$ cat src/rtl/seg_xlate_pkg.sv
package seg_xlate_pkg;

   typedef enum logic [2:0] {
      CAUSE_NONE    = 3'd0,
      CAUSE_RANGE   = 3'd1,
      CAUSE_INVALID = 3'd2,
      CAUSE_LIMIT   = 3'd3,
      CAUSE_PERM    = 3'd4
   } cause_e;

   typedef enum logic [1:0] {
      ACC_READ  = 2'd0,
      ACC_WRITE = 2'd1,
      ACC_EXEC  = 2'd2,
      ACC_RSVD  = 2'd3
   } acc_e;

   localparam int PERM_RD = 0;
   localparam int PERM_WR = 1;
   localparam int PERM_EX = 2;

endpackage

$ cat src/rtl/seg_table.sv
module seg_table #(
   parameter int NUM_SEGS = 16,
   parameter int BASE_W   = 32,
   parameter int LIM_W    = 17,
   parameter int SEG_W    = $clog2(NUM_SEGS),
   parameter int LEN_W    = SEG_W + 1
) (
   input  logic              clk,
   input  logic              rst_n,
   input  logic              wr_en,
   input  logic              wr_len_sel,
   input  logic [SEG_W-1:0]  wr_idx,
   input  logic [BASE_W-1:0] wr_base,
   input  logic [LIM_W-1:0]  wr_limit,
   input  logic [2:0]        wr_perm,
   input  logic              wr_vld,
   input  logic [LEN_W-1:0]  wr_len,
   input  logic [SEG_W-1:0]  rd_idx,
   output logic [BASE_W-1:0] rd_base,
   output logic [LIM_W-1:0]  rd_limit,
   output logic [2:0]        rd_perm,
   output logic              rd_vld,
   output logic [LEN_W-1:0]  len_q
);

   logic [BASE_W-1:0] base_a  [NUM_SEGS];
   logic [LIM_W-1:0]  limit_a [NUM_SEGS];
   logic [2:0]        perm_a  [NUM_SEGS];
   logic              vld_a   [NUM_SEGS];

   for (genvar g = 0; g < NUM_SEGS; g++) begin : g_ent
      logic [BASE_W-1:0] base_r;
      logic [LIM_W-1:0]  limit_r;
      logic [2:0]        perm_r;
      logic              vld_r;
      logic              hit;

      assign hit = wr_en && !wr_len_sel && (wr_idx == SEG_W'(g));

      always_ff @(posedge clk or negedge rst_n) begin
         if (!rst_n) begin
            base_r  <= '0;
            limit_r <= '0;
            perm_r  <= '0;
            vld_r   <= 1'b0;
         end else if (hit) begin
            base_r  <= wr_base;
            limit_r <= wr_limit;
            perm_r  <= wr_perm;
            vld_r   <= wr_vld;
         end
      end

      assign base_a[g]  = base_r;
      assign limit_a[g] = limit_r;
      assign perm_a[g]  = perm_r;
      assign vld_a[g]   = vld_r;
   end

   always_ff @(posedge clk or negedge rst_n) begin
      if (!rst_n)                  len_q <= '0;
      else if (wr_en && wr_len_sel) len_q <= wr_len;
   end

   assign rd_base  = base_a[rd_idx];
   assign rd_limit = limit_a[rd_idx];
   assign rd_perm  = perm_a[rd_idx];
   assign rd_vld   = vld_a[rd_idx];


   len_load_chk: assert property (@(posedge clk) disable iff (!rst_n)
      (wr_en && wr_len_sel) |=> (len_q == $past(wr_len)));


   len_hold_chk: assert property (@(posedge clk) disable iff (!rst_n)
      !(wr_en && wr_len_sel) |=> $stable(len_q));

endmodule

$ cat src/rtl/seg_check.sv
module seg_check
   import seg_xlate_pkg::*;
#(
   parameter int SEG_W  = 4,
   parameter int OFF_W  = 16,
   parameter int BASE_W = 32,
   parameter int LIM_W  = OFF_W + 1,
   parameter int LEN_W  = SEG_W + 1
) (
   input  logic [SEG_W-1:0]  seg,
   input  logic [OFF_W-1:0]  off,
   input  logic [1:0]        acc,
   input  logic [LEN_W-1:0]  seg_len,
   input  logic [BASE_W-1:0] base,
   input  logic [LIM_W-1:0]  limit,
   input  logic [2:0]        perm,
   input  logic              ent_vld,
   output cause_e            cause,
   output logic [BASE_W-1:0] sum
);

   logic [BASE_W-1:0] off_ext;
   logic              range_bad, lim_bad, perm_ok;

   if (OFF_W < BASE_W) begin : g_zext
      assign off_ext = {{(BASE_W-OFF_W){1'b0}}, off};
   end else begin : g_same
      assign off_ext = off;
   end

   assign range_bad = ({1'b0, seg} >= seg_len);
   assign lim_bad   = ({1'b0, off} >= limit);

   always_comb begin
      unique case (acc_e'(acc))
         ACC_READ:  perm_ok = perm[PERM_RD];
         ACC_WRITE: perm_ok = perm[PERM_WR];
         ACC_EXEC:  perm_ok = perm[PERM_EX];
         default:   perm_ok = 1'b0;
      endcase
   end

   always_comb begin
      if (range_bad)     cause = CAUSE_RANGE;
      else if (!ent_vld) cause = CAUSE_INVALID;
      else if (lim_bad)  cause = CAUSE_LIMIT;
      else if (!perm_ok) cause = CAUSE_PERM;
      else               cause = CAUSE_NONE;
   end

   assign sum = base + off_ext;

endmodule

$ cat src/rtl/seg_xlate_unit.sv
module seg_xlate_unit
   import seg_xlate_pkg::*;
#(
   parameter int NUM_SEGS = 16,
   parameter int OFF_W    = 16,
   parameter int BASE_W   = 32,
   localparam int SEG_W   = $clog2(NUM_SEGS),
   localparam int LEN_W   = SEG_W + 1,
   localparam int LIM_W   = OFF_W + 1
) (
   input  logic              clk,
   input  logic              rst_n,
   input  logic              req_valid,
   input  logic [SEG_W-1:0]  req_seg,
   input  logic [OFF_W-1:0]  req_off,
   input  logic [1:0]        req_acc,
   input  logic              wr_en,
   input  logic              wr_len_sel,
   input  logic [SEG_W-1:0]  wr_idx,
   input  logic [BASE_W-1:0] wr_base,
   input  logic [LIM_W-1:0]  wr_limit,
   input  logic [2:0]        wr_perm,
   input  logic              wr_vld,
   input  logic [LEN_W-1:0]  wr_len,
   output logic              rsp_valid,
   output logic              rsp_trap,
   output logic [2:0]        rsp_cause,
   output logic [BASE_W-1:0] rsp_paddr
);

   if (NUM_SEGS < 2 || (NUM_SEGS & (NUM_SEGS - 1)) != 0) begin : g_bad_segs
      $error("NUM_SEGS must be a power of two of at least 2");
   end
   if (OFF_W < 1 || OFF_W > BASE_W) begin : g_bad_off
      $error("OFF_W must lie in 1..BASE_W");
   end

   logic [BASE_W-1:0] ent_base, sum;
   logic [LIM_W-1:0]  ent_limit;
   logic [2:0]        ent_perm;
   logic              ent_vld;
   logic [LEN_W-1:0]  seg_len;
   cause_e            cause_c;

   seg_table #(
      .NUM_SEGS(NUM_SEGS), .BASE_W(BASE_W), .LIM_W(LIM_W),
      .SEG_W(SEG_W), .LEN_W(LEN_W)
   ) u_table (
      .clk(clk), .rst_n(rst_n),
      .wr_en(wr_en), .wr_len_sel(wr_len_sel), .wr_idx(wr_idx),
      .wr_base(wr_base), .wr_limit(wr_limit), .wr_perm(wr_perm),
      .wr_vld(wr_vld), .wr_len(wr_len),
      .rd_idx(req_seg),
      .rd_base(ent_base), .rd_limit(ent_limit), .rd_perm(ent_perm),
      .rd_vld(ent_vld), .len_q(seg_len)
   );

   seg_check #(
      .SEG_W(SEG_W), .OFF_W(OFF_W), .BASE_W(BASE_W),
      .LIM_W(LIM_W), .LEN_W(LEN_W)
   ) u_check (
      .seg(req_seg), .off(req_off), .acc(req_acc), .seg_len(seg_len),
      .base(ent_base), .limit(ent_limit), .perm(ent_perm), .ent_vld(ent_vld),
      .cause(cause_c), .sum(sum)
   );

   always_ff @(posedge clk or negedge rst_n) begin
      if (!rst_n) begin
         rsp_valid <= 1'b0;
         rsp_trap  <= 1'b0;
         rsp_cause <= CAUSE_NONE;
         rsp_paddr <= '0;
      end else begin
         rsp_valid <= req_valid;
         if (req_valid) begin
            rsp_trap  <= (cause_c != CAUSE_NONE);
            rsp_cause <= cause_c;
            rsp_paddr <= (cause_c == CAUSE_NONE) ? sum : '0;
         end else begin
            rsp_trap  <= 1'b0;
            rsp_cause <= CAUSE_NONE;
            rsp_paddr <= '0;
         end
      end
   end


   rsp_follow_chk: assert property (@(posedge clk) disable iff (!rst_n)
      req_valid |=> rsp_valid);


   rsp_quiet_chk: assert property (@(posedge clk) disable iff (!rst_n)
      !req_valid |=> (!rsp_valid && !rsp_trap && rsp_paddr == '0));


   trap_zero_pa_chk: assert property (@(posedge clk) disable iff (!rst_n)
      rsp_trap |-> (rsp_paddr == '0 && rsp_valid && rsp_cause != CAUSE_NONE));


   seg_range_chk: assert property (@(posedge clk) disable iff (!rst_n)
      (req_valid && ({1'b0, req_seg} >= seg_len)) |=> (rsp_cause == CAUSE_RANGE));


   ent_invalid_chk: assert property (@(posedge clk) disable iff (!rst_n)
      (req_valid && ({1'b0, req_seg} < seg_len) && !ent_vld)
      |=> (rsp_cause == CAUSE_INVALID));


   off_limit_chk: assert property (@(posedge clk) disable iff (!rst_n)
      (req_valid && ({1'b0, req_seg} < seg_len) && ent_vld && ({1'b0, req_off} >= ent_limit))
      |=> (rsp_cause == CAUSE_LIMIT));

endmodule

$ cat config.mk
export PLATFORM = sky130hd
export DESIGN_NAME = seg_xlate_unit
export DESIGN_NICKNAME = d
export VERILOG_FILES = /design/src/rtl/seg_xlate_pkg.sv /design/src/rtl/seg_table.sv /design/src/rtl/seg_check.sv /design/src/rtl/seg_xlate_unit.sv
export SDC_FILE = /design/constraint.sdc
export NUM_CORES = 1
export LEC_CHECK = 0
export CAP_MARGIN = 20
export CORE_MARGIN = 2
export CORE_UTILIZATION = 35
export CTS_CLUSTER_SIZE = 16
export DETAILED_ROUTE_END_ITERATION = 12
export SETUP_SLACK_MARGIN = 0.15
export SLEW_MARGIN = 10
export SYNTH_ARGS = -nofsm -noshare
export SYNTH_HDL_FRONTEND = slang
export SYNTH_SLANG_ARGS = --single-unit
$ cat constraint.sdc
create_clock -name clk -period 11 [get_ports clk]
set_clock_uncertainty 0.1 [all_clocks]
set_input_delay 2.2 -clock clk [delete_from_list [all_inputs] [get_ports clk]]
set_output_delay 2.2 -clock clk [all_outputs]
set_load 0.1 [all_outputs]
==> flow_summary_export.csv <==
group,metric,value,unit
outcome,status,"finished clean",
setup_path,path_class,"input port to register",
clocking,cts_tree,"yes",
synthesis,synth_warnings,0,
setup_path,crit_required,11470,ps
floorplan,die_w,345,um
clocking,cts_max_path_buffers,3,
detailed_routing,postRouteAntennaNets,0,
floorplan,core,116000,um2
synthesis,synthCells,2560,
synthesis,synth_area,40700,um2
detailed_routing,route.detailed.drc,0,
synthesis,postSynthAreaPerCell,15.9,um2
timing,fmax,141,MHz
timing,timing.final.hold_violations,0,
placement,io_buffers,125,
placement,place_area,43500,um2
floorplan,rows,125,
setup_path,cp-end-kind,"register",
synthesis,ys.flop_type,"dfrtp_1",
flow_run,drv_cap,0,
clocking,holdBufCountCts,0,
timing,rsz0062_at_grt,"false",
detailed_routing,first_pass_iters,5,
final_layout,drive_above_1_share,0.482,
hold_path,hold_path_class,"register to register",
floorplan,dieArea,119000,um2
timing,fin_crit_sh,0.644,
timing,slew_viol_final,0,
timing,hold_ws,399,ps
clocking,cts_resized,0,
clocking,clock_sinks,890,
synthesis,ys_types,56,
grt,grt_pass1_wl,167000,um
synthesis,synth_seq_cells,890,
hold_path,hold_end,"u_table.g_ent[6].limit_r[3]",
synthesis,synth_area_leaders,"dfrtp_1, mux2_2, mux4_2, clkbuf_1, ha_1",
setup_path,reg2regPathDepth,12,
detailed_routing,wl_per_cell,26.0,um
clocking,clock-root-buffer,"clkbuf_16",
hold_path,whs_path_depth,1,
setup_path,cp.arrival,7550,ps
clocking,post_cts_buffers,0,
synthesis,synth_edf_count,0,
power,leakage,20.8,nW
placement,place_congestion,0.785,
clocking,numCtsBuffers,97,
placement,dpl.hpwl,64000,um
grt,grt_max_degree,185,
floorplan,die_y,345,um
clocking,clkSlewWorstSetupHoldPaths,60,ps
power,vdd_drop_max,0.132,mV
floorplan,start_util,0.352,
detailed_routing,dr.first_iter.drc_count,1361,
timing,slew-limit-headroom,0.213,
detailed_routing,dr_total_vias,23198,
grt,antenna_found_initial,11,
final_layout,layout.nets,2748,
grt,grt_usage,0.185,
timing,tns,0,ps
synthesis,synth-async-reset-ratio,1.00,
timing,setup_violations,0,
clocking,insertion_delay,670,ps
final_layout,final_area,47000,um2
floorplan,pin_count,126,
synthesis,synth_top_area_share,0.547,
clocking,htree_levels,3,
detailed_routing,viasPerCell,5.49,
power,power.density,196,nW/um2
grt,grt_overflow,0,
grt,grt_pass1_vias,25504,
setup_path,regToRegEndpoint,"rsp_paddr[26]",
setup_path,ff2ff_setup_slack,6580,ps
setup_path,r2r-start,"u_table.g_ent[15].base_r[0]",
hold_path,hp-start,"u_table.g_ent[6].limit_r[3]",
synthesis,yosysSeqAreaShare,0.547,
setup_path,cp-start-kind,"input port",
detailed_routing,finalWirelength,110000,um
timing,tightest_slew,1180,ps
synthesis,synth_nets,2686,
final_layout,area_growth_syn_to_layout,15.3,%
setup_path,worstPathMaxFanout,27,
synthesis,synth_top_area_cell,"dfrtp_1",
timing,layout_min_cycle_time,7080,ps
[worst max-delay path: stages]
cell	delay, ps
clkdlybuf4s50_1	460
buf_4	250
clkinv_2	570
buf_4	570
mux4_2	520
ha_1	230
fa_1	440
a21o_1	200
a221oi_1	650
o21ai_0	330
o21a_1	260
a31o_2	340
nand4_1	190
o21ai_0	120
a21oi_1	170
[per-stage QoR]
step | utilization | setup slack (ps) | total power, mW | cells
after floorplan | - | 3790 | 5.32 | 2560
after global placement | 0.375 | 3420 | 5.71 | 4043
after detailed placement | 0.375 | 3290 | 5.84 | 4043
after CTS | 0.405 | 3990 | 9.27 | 4221
after global routing | 0.406 | 3600 | 9.61 | 4225
final | 0.406 | 3920 | 9.19 | 4226
[cell usage in the layout (no fill, tap or decap), drive strengths merged, types with 5 or more instances in the layout]
cell             n
o21a             5
nand4            7
nand3           16
bufinv           9
buf             45
and2             5
a21oi           26
nor3             8
mux4           238
xnor2            9
inv             30
ha              36
clkdlybuf4s50  121
nor2b           18
a21o             9
nand2           36
nor2            38
xor2            11
clkbuf         146
o21ai           16
o21bai           5
mux2i           26
a221oi          13
dfrtp          890
mux2           853
clkinv          19
a22oi           19
[sequential cells by signal, indices dropped and copies added (netlist names)]
name,cells
u_table.g_ent.perm_r,48
u_table.g_ent.vld_r,16
rsp_trap,1
rsp_paddr,32
u_table.g_ent.limit_r,272
rsp_valid,1
u_table.g_ent.base_r,512
u_table.len_q,5
rsp_cause,3
[power by group]
group | internal [mW] | switching, mW | total (mW) | leakage (nW)
sequential | 3.89 | 0.305 | 4.19 | 11.4
combinational | 0.917 | 0.667 | 1.58 | 7.74
clock | 2.06 | 1.35 | 3.41 | 1.67
[logic make-up after synthesis]
family,share of synthesized area
muxes,0.375
DFF,0.547
buffers and inverters,0.0243
and+or+nand+nor,0.0184
AOI/OAI and AO/OA,0.0191
adders and majority gates,0.0116
xor gates and xnor gates,0.00430
[routing by layer]
layer / GRT usage / wire length, um / part of all wire
met2: 0.309 / 54000 / 0.49
met4: 0.0494 / 2430 / 0.022
met3: 0.0341 / 5260 / 0.048
met1: 0.248 / 48200 / 0.44
met5: 0 / 65 / 0.00059
[Yosys cell counts, drive strengths merged, types with 11 or more instances]
library cell and instances:
mux2i 26, clkbuf 153, a221oi 13, nor2 38, dfrtp 890, a21oi 26, nand2 36, mux2 853
xor2 11, o21ai 16, inv 28, a22oi 19, buf 51, mux4 238, nand3 16, nor2b 18
ha 36
[cell type report]
cell class	instances	area (um2)
timing repair buffer	167	1710
clock buffer	145	2940
inverter	28	106
clock inverter	33	443
sequential	890	22300
antenna	1	2.50
multi-input combinational	1438	17600
tap	1524	1910
fill	10478	68800
[how the worst max path moves through the flow]
stage               start       endpoint  slack, ps  cells past startpoint
2_1_floorplan  req_seg[0]  rsp_paddr[28]       3790                     19
3_3_place_gp   req_seg[3]  rsp_paddr[26]       3420                     15
3_5_place_dp   req_seg[3]  rsp_paddr[26]       3290                     15
4_1_cts        req_seg[3]  rsp_paddr[26]       3990                     15
5_1_grt        req_seg[3]  rsp_paddr[26]       3600                     15
6_report       req_seg[3]  rsp_paddr[26]       3920                     15
No activity file was read; power rests on OpenSTA's default activity.
